===== config.mk =====
export PLATFORM = sky130hd
export DESIGN_NAME = bpb_top
export DESIGN_NICKNAME = d
export VERILOG_FILES = /design/src/rtl/bpb_pkg.sv /design/src/rtl/bpb_store.sv /design/src/rtl/bpb_probe.sv /design/src/rtl/bpb_sat_cnt.sv /design/src/rtl/bpb_top.sv
export SDC_FILE = /design/constraint.sdc
export NUM_CORES = 2
export LEC_CHECK = 0
export ABC_AREA = 0
export BUFFER_PORTS_ARGS = -buffer_cell sky130_fd_sc_hd__buf_2
export CAP_MARGIN = 0
export CORE_UTILIZATION = 50
export DETAILED_ROUTE_END_ITERATION = 12
export PLACE_DENSITY_LB_ADDON = 0.05
export SLEW_MARGIN = 40
export SYNTH_ARGS = -nofsm -noshare
export SYNTH_HDL_FRONTEND = slang
export SYNTH_HIERARCHICAL = 1
export SYNTH_SLANG_ARGS = --single-unit

===== constraint.sdc =====
create_clock -name clk -period 8.8 [get_ports clk]
set_input_delay 1.76 -clock clk [delete_from_list [all_inputs] [get_ports clk]]
set_output_delay 1.76 -clock clk [all_outputs]
set_load 0.1 [all_outputs]

===== src/rtl/bpb_pkg.sv =====
package bpb_pkg;

    parameter int unsigned PC_W         = 32;
    localparam int unsigned PEN_W       = 2;
    localparam logic [PEN_W-1:0] MISS_PEN = 2'd3;

    typedef logic [PC_W-1:0] pc_t;

    typedef enum logic [1:0] {
        CTR_SNT = 2'b00,
        CTR_WNT = 2'b01,
        CTR_WT  = 2'b10,
        CTR_ST  = 2'b11
    } ctr_e;

    // Result of comparing one table entry against an address
    typedef struct packed {
        logic hit;
        logic pred;
        pc_t  target;
        ctr_e ctr;
    } probe_t;

    function automatic logic ctr_predict(ctr_e c);
        return c[1];
    endfunction

    // State written when a resolving branch misses
    function automatic ctr_e ctr_alloc(logic taken, logic two_bit);
        if (!two_bit) return taken ? CTR_ST : CTR_SNT;
        return taken ? CTR_WT : CTR_WNT;
    endfunction

    // State written when a resolving branch hits
    function automatic ctr_e ctr_train(ctr_e cur, logic taken, logic two_bit);
        if (!two_bit) return taken ? CTR_ST : CTR_SNT;
        if (taken)  return (cur == CTR_ST)  ? CTR_ST  : ctr_e'(cur + 2'd1);
        return (cur == CTR_SNT) ? CTR_SNT : ctr_e'(cur - 2'd1);
    endfunction

endpackage


===== src/rtl/bpb_store.sv =====
module bpb_store
    import bpb_pkg::*;
#(
    parameter int unsigned IDX_W = 4,
    parameter int unsigned TAG_W = 26
) (
    input  logic             clk,
    input  logic             rst,
    input  logic [IDX_W-1:0] ra_idx,
    output logic             ra_valid,
    output logic [TAG_W-1:0] ra_tag,
    output ctr_e             ra_ctr,
    output pc_t              ra_tgt,
    input  logic [IDX_W-1:0] rb_idx,
    output logic             rb_valid,
    output logic [TAG_W-1:0] rb_tag,
    output ctr_e             rb_ctr,
    output pc_t              rb_tgt,
    input  logic             we,
    input  logic [IDX_W-1:0] w_idx,
    input  logic [TAG_W-1:0] w_tag,
    input  ctr_e             w_ctr,
    input  pc_t              w_tgt
);
    localparam int unsigned DEPTH = 1 << IDX_W;

    logic             valid_q [DEPTH];
    logic [TAG_W-1:0] tag_q   [DEPTH];
    ctr_e             ctr_q   [DEPTH];
    pc_t              tgt_q   [DEPTH];

    always_ff @(posedge clk) begin
        if (rst) begin
            for (int i = 0; i < DEPTH; i++) begin
                valid_q[i] <= 1'b0;
                tag_q[i]   <= '0;
                ctr_q[i]   <= CTR_SNT;
                tgt_q[i]   <= '0;
            end
        end else if (we) begin
            valid_q[w_idx] <= 1'b1;
            tag_q[w_idx]   <= w_tag;
            ctr_q[w_idx]   <= w_ctr;
            tgt_q[w_idx]   <= w_tgt;
        end
    end

    // Reads see the array before the current cycle's write
    assign ra_valid = valid_q[ra_idx];
    assign ra_tag   = tag_q[ra_idx];
    assign ra_ctr   = ctr_q[ra_idx];
    assign ra_tgt   = tgt_q[ra_idx];
    assign rb_valid = valid_q[rb_idx];
    assign rb_tag   = tag_q[rb_idx];
    assign rb_ctr   = ctr_q[rb_idx];
    assign rb_tgt   = tgt_q[rb_idx];

endmodule


===== src/rtl/bpb_probe.sv =====
module bpb_probe
    import bpb_pkg::*;
#(
    parameter int unsigned TAG_W = 26
) (
    input  logic             valid,
    input  logic [TAG_W-1:0] stored_tag,
    input  logic [TAG_W-1:0] addr_tag,
    input  ctr_e             ctr,
    input  pc_t              target,
    output probe_t           res
);
    always_comb begin
        res.hit    = valid && (stored_tag == addr_tag);
        res.pred   = res.hit && ctr_predict(ctr);
        res.target = target;
        res.ctr    = ctr;
    end
endmodule


===== src/rtl/bpb_sat_cnt.sv =====
module bpb_sat_cnt #(
    parameter int unsigned W  = 32,
    parameter int unsigned AW = 2
) (
    input  logic          clk,
    input  logic          rst,
    input  logic          clr,
    input  logic [AW-1:0] add,
    output logic [W-1:0]  value
);
    logic [W:0] sum;

    assign sum = {1'b0, value} + (W+1)'(add);

    always_ff @(posedge clk) begin
        if (rst || clr)   value <= '0;
        else if (sum[W])  value <= '1;
        else              value <= sum[W-1:0];
    end
endmodule


===== src/rtl/bpb_top.sv =====
module bpb_top
    import bpb_pkg::*;
#(
    parameter int unsigned IDX_W   = 4,
    parameter int unsigned ALIGN   = 2,
    parameter bit          TWO_BIT = 1'b1,
    parameter int unsigned CNT_W   = 32
) (
    input  logic             clk,
    input  logic             rst,
    input  logic             stat_clr,
    input  logic [31:0]      lk_pc,
    output logic             lk_hit,
    output logic             lk_taken,
    output logic             lk_target_vld,
    output logic [31:0]      lk_target,
    input  logic             rs_valid,
    input  logic [31:0]      rs_pc,
    input  logic             rs_taken,
    input  logic [31:0]      rs_target,
    output logic [1:0]       rs_penalty,
    output logic [CNT_W-1:0] br_count,
    output logic [CNT_W-1:0] mis_count,
    output logic [CNT_W-1:0] pen_total
);
    localparam int unsigned TAG_W = PC_W - IDX_W - ALIGN;
    localparam int unsigned TAG_LO = IDX_W + ALIGN;
    localparam pc_t INSN_BYTES = pc_t'(1) << ALIGN;

    logic [IDX_W-1:0] lk_idx, rs_idx;
    logic [TAG_W-1:0] lk_tag, rs_tag;

    assign lk_idx = lk_pc[TAG_LO-1:ALIGN];
    assign rs_idx = rs_pc[TAG_LO-1:ALIGN];
    assign lk_tag = lk_pc[PC_W-1:TAG_LO];
    assign rs_tag = rs_pc[PC_W-1:TAG_LO];

    logic             a_valid, b_valid;
    logic [TAG_W-1:0] a_tag, b_tag;
    ctr_e             a_ctr, b_ctr;
    pc_t              a_tgt, b_tgt;
    logic             wr_en;
    ctr_e             wr_ctr;
    pc_t              wr_tgt;

    bpb_store #(.IDX_W(IDX_W), .TAG_W(TAG_W)) store_i (
        .clk(clk), .rst(rst),
        .ra_idx(lk_idx), .ra_valid(a_valid), .ra_tag(a_tag), .ra_ctr(a_ctr), .ra_tgt(a_tgt),
        .rb_idx(rs_idx), .rb_valid(b_valid), .rb_tag(b_tag), .rb_ctr(b_ctr), .rb_tgt(b_tgt),
        .we(wr_en), .w_idx(rs_idx), .w_tag(rs_tag), .w_ctr(wr_ctr), .w_tgt(wr_tgt)
    );

    probe_t lk_res, rs_res;

    bpb_probe #(.TAG_W(TAG_W)) lk_probe_i (
        .valid(a_valid), .stored_tag(a_tag), .addr_tag(lk_tag),
        .ctr(a_ctr), .target(a_tgt), .res(lk_res)
    );

    bpb_probe #(.TAG_W(TAG_W)) rs_probe_i (
        .valid(b_valid), .stored_tag(b_tag), .addr_tag(rs_tag),
        .ctr(b_ctr), .target(b_tgt), .res(rs_res)
    );

    // Fetch-side answer
    assign lk_hit        = lk_res.hit;
    assign lk_taken      = lk_res.pred;
    assign lk_target_vld = lk_res.pred;
    assign lk_target     = lk_res.pred ? lk_res.target : lk_pc + INSN_BYTES;

    // Resolve-side evaluation against the current table contents
    logic mispredict;
    logic costly;

    always_comb begin
        mispredict = (rs_res.pred != rs_taken) ||
                     (rs_res.pred && rs_taken && (rs_res.target != rs_target));
        costly     = !rs_res.hit || mispredict;
        rs_penalty = (rs_valid && costly) ? MISS_PEN : '0;
    end

    // Allocation and training
    assign wr_en  = rs_valid;
    assign wr_tgt = (!rs_res.hit || rs_taken) ? rs_target : rs_res.target;
    assign wr_ctr = rs_res.hit ? ctr_train(rs_res.ctr, rs_taken, TWO_BIT)
                               : ctr_alloc(rs_taken, TWO_BIT);

    // Statistics
    logic [PEN_W-1:0] br_add, mis_add;
    assign br_add  = PEN_W'(rs_valid);
    assign mis_add = PEN_W'(rs_valid && mispredict);

    bpb_sat_cnt #(.W(CNT_W), .AW(PEN_W)) br_cnt_i (
        .clk(clk), .rst(rst), .clr(stat_clr), .add(br_add), .value(br_count)
    );
    bpb_sat_cnt #(.W(CNT_W), .AW(PEN_W)) mis_cnt_i (
        .clk(clk), .rst(rst), .clr(stat_clr), .add(mis_add), .value(mis_count)
    );
    bpb_sat_cnt #(.W(CNT_W), .AW(PEN_W)) pen_cnt_i (
        .clk(clk), .rst(rst), .clr(stat_clr), .add(rs_penalty), .value(pen_total)
    );

endmodule


==> metrics.md <==
| Metric | Value |
|---|---|
| Result of the run | `completed` |
| Pin count of the biggest net entering global routing | `65` |
| Wire length of the first global-routing pass | `about 270000 um` |
| Net count, final | `around 4300` |
| Post-detailed-placement half-perimeter wirelength | `114000 um` |
| H-tree lvl count | `3` |
| Net Sw Frac | `0.256` |
| Number of failing hold endpoints at the final stage | `0` |
| Total power density per cell area | `approximately 190 nW/um^2` |
| Slew margin rel. | `0.397` |
| Arrival time at the worst endpoint | `approximately 6000 ps` |
| Total routed wirelength | `approximately 190000 um` |
| Portion of total power attributed to combinational logic | `0.124` |
| Detail-routed net length per standard cell | `between 30 and 40 um` |
| Transition time of the tightest slew-check pin | `between 900 and 1000 ps` |
| Reported net switching power | `3.18 mW` |
| Slowest library cell on the worst path | `sky130_fd_sc_hd__mux4_2` |
| Post-CTS setup repair buffer count | `0` |
| Setup_tns | `0 ps` |
| Total die area | `approximately 120000 um^2` |
| DRC violations left | `0` |
| Number of buffers on the longest clock path | `3` |
| Source-to-sink clock delay at the later pin of the worst-skew pair | `about 730 ps` |
| Max FO, Critical Path | `39` |
| Final period utilization | `0.880` |
| Die extent in x | `between 300 and 400 um` |
| Synthesis-to-finish area growth | `11.8%` |
| Vertical die dimension | `between 300 and 400 um` |
| Total power | `approximately 12 mW` |
| Clock tree sinks | `between 1000 and 1500` |
| Final weighted congestion in routability-driven placement | `about 0.87` |
| IO buf count | `~230` |
| Vias | `roughly 38000` |
| Core Area | `around 110000 um^2` |
| Starting density of the core | `0.504` |
| Post-synthesis average cell area | `14.1 um^2` |
| Residual antenna-violating net count after detailed routing | `0` |
| Filler Cells Inserted | `just over 9000` |
| Worst IR Drop VDD | `between 150 and 200 uV` |
| Clock tree from TritonCTS | `done` |
| Leftover overflow at the end of global routing | `0` |
| Clock power share | `0.399` |
| Number of DRC markers after the initial detailed-route iteration | `approximately 4700` |
| Number of I/O pins | `roughly 230` |
| Layout Skew | `~27 ps` |
| Path category of the worst min-delay check | `flop to flop` |
| Global-route usage over all layers | `0.328` |
| Warnings, synthesis | `6` |
| Final critical delay including setup and external delays | `a little under 8000 ps` |
| Synth Instances | `just over 4000` |
| Highest cell delay on the worst timing path | `550 ps` |
| Number of maximum-capacitance violations | `0` |
| Vias in the first global route | `roughly 37000` |
| Cells along the critical path | `buf_8, buf_16, mux4_2, a22oi_1, nand2_1, xnor2_1, nand4_1, nor4_2, buf_4, and4_1, ha_1, o211ai_1, nand3_1, buf_4, buf_2` |
| DR pass1 iterations | `6` |
| Unrepaired setup endpoints after global routing | `false` |
| Crit. End Element | `primary output` |
| Detail-routed via count per cell | `between 6 and 7` |
| Critical path startpoint category | `input port` |
| Root buf cell | `sky130_fd_sc_hd__clkbuf_16` |
| CTS clock-pin slew for the worst setup and hold paths | `~60 ps` |
| Count of cells resized by post-cts repair | `0` |
| Number of setup violations in the final report | `0` |
| Power Internal | `around 9.2 mW` |
| Critical path class | `input port to primary output` |
| Highest Clock Rate | `around 0.13 GHz` |
| Fraction of power consumed by sequential logic | `0.478` |
| # rows | `between 100 and 150` |
| Area of the mapped netlist | `about 58000 um^2` |
| Hold_buf cts | `0` |
| Required time of the worst setup path | `between 7000 and 8000 ps` |
| Most frequent cell on the critical path | `sky130_fd_sc_hd__buf_4` |
| Total count of max-transition violations in the final report | `0` |
| Initial antenna violation count | `20` |
| Number of buffers added by the clock tree synthesis step | `120` |
| Static power due to leakage | `about 23 nW` |
| Share of final-layout standard cells stronger than drive strength 1 | `0.270` |
layer usage:
metal	global-route usage	routed length (um)	up-vias
met4	0.102	5740	14
met2	0.521	89600	2034
li1	-	-	15800
met3	0.0641	19500	346
met1	0.458	76800	19400
met5	0	87	-
sequential cells by signal (all words and copies together) (netlist names):
signal	count
pen_cnt_i/value	32
store_i/valid_q	16
store_i/tgt_q	512
store_i/tag_q	416
br_cnt_i/value	32
mis_cnt_i/value	32
store_i/ctr_q	32
power groups by stage:
stage                     sequential, mW  clock (mW)  combinational [mW]
after global routing                5.96        5.19                1.59
after floorplan                     6.02           0               0.993
final                               5.93        4.95                1.53
after global placement              6.01           0                1.51
after detailed placement            6.03           0                1.52
after CTS                           5.93        5.01                1.52
critical path: cells and delay by family:
| kind | cells | cell delay [ps] |
|---|---|---|
| XOR/XNOR | 1 | 430 |
| buffers and inverters | 5 | 1410 |
| AND/OR/NAND/NOR | 5 | 1230 |
| adder cells (fa/ha/maj) | 1 | 150 |
| multiplexers | 1 | 550 |
| AO/OA/AOI/OAI | 2 | 350 |
final timing paths:
path | from | end | slack [ps] | cells past startpoint
worst min-delay path | store_i/valid_q[7] | store_i/valid_q[7] | 480 | 1
worst max-delay path | rs_pc[2] | rs_penalty[0] | 1050 | 15
worst max register to register | store_i/tag_q[2][22] | pen_cnt_i/value[27] | 3120 | 20
worst min register to register | store_i/valid_q[7] | store_i/valid_q[7] | 480 | 1
stage by stage:
step,setup WS [ps],instance area [um^2],util,instances,hold WS [ps]
after floorplan,522,57700,-,4107,441
after global placement,937,60300,0.528,5560,451
after detailed placement,982,60600,0.530,5572,462
after CTS,1080,64500,0.564,5801,476
after global routing,894,64500,0.564,5802,490
final,1050,64500,0.564,5805,476
cell type report:
cell class	instances	area, um^2	share of cell area
Antenna cell	3	7.51	0.000116
Inverter	17	63.8	0.000990
Clock inverter	75	536	0.00831
Timing Repair Buffer	385	2840	0.0441
Clock buffer	154	3310	0.0513
Sequential cell	1072	31100	0.482
Multi-Input combinational cell	2587	24800	0.384
Tap cell	1512	1890	0.0293
placed cells by master, fill, tap and decap left out, types with 13 or more instances in the layout:
cell                          n
sky130_fd_sc_hd__edfxtp_1   960
sky130_fd_sc_hd__and2_1     950
sky130_fd_sc_hd__mux4_2     484
sky130_fd_sc_hd__a22oi_1    242
sky130_fd_sc_hd__buf_2      227
sky130_fd_sc_hd__nand2_1    211
sky130_fd_sc_hd__clkbuf_16  126
sky130_fd_sc_hd__buf_4      113
sky130_fd_sc_hd__dfxtp_1    112
sky130_fd_sc_hd__xnor2_1     83
sky130_fd_sc_hd__xor2_1      77
sky130_fd_sc_hd__a21oi_1     66
sky130_fd_sc_hd__nor3_1      41
sky130_fd_sc_hd__nand3_1     37
sky130_fd_sc_hd__nor2_1      37
sky130_fd_sc_hd__mux2_2      35
sky130_fd_sc_hd__clkinv_1    34
sky130_fd_sc_hd__o21ai_0     30
sky130_fd_sc_hd__nand4_1     30
sky130_fd_sc_hd__clkinv_2    27
sky130_fd_sc_hd__and3_1      26
sky130_fd_sc_hd__buf_12      25
sky130_fd_sc_hd__clkbuf_1    23
sky130_fd_sc_hd__a21o_1      21
sky130_fd_sc_hd__a31oi_1     21
sky130_fd_sc_hd__nor4_1      20
sky130_fd_sc_hd__and4_1      16
sky130_fd_sc_hd__inv_1       16
sky130_fd_sc_hd__nor2_4      14
sky130_fd_sc_hd__and2_2      13
(Power assumes the default switching activity.)
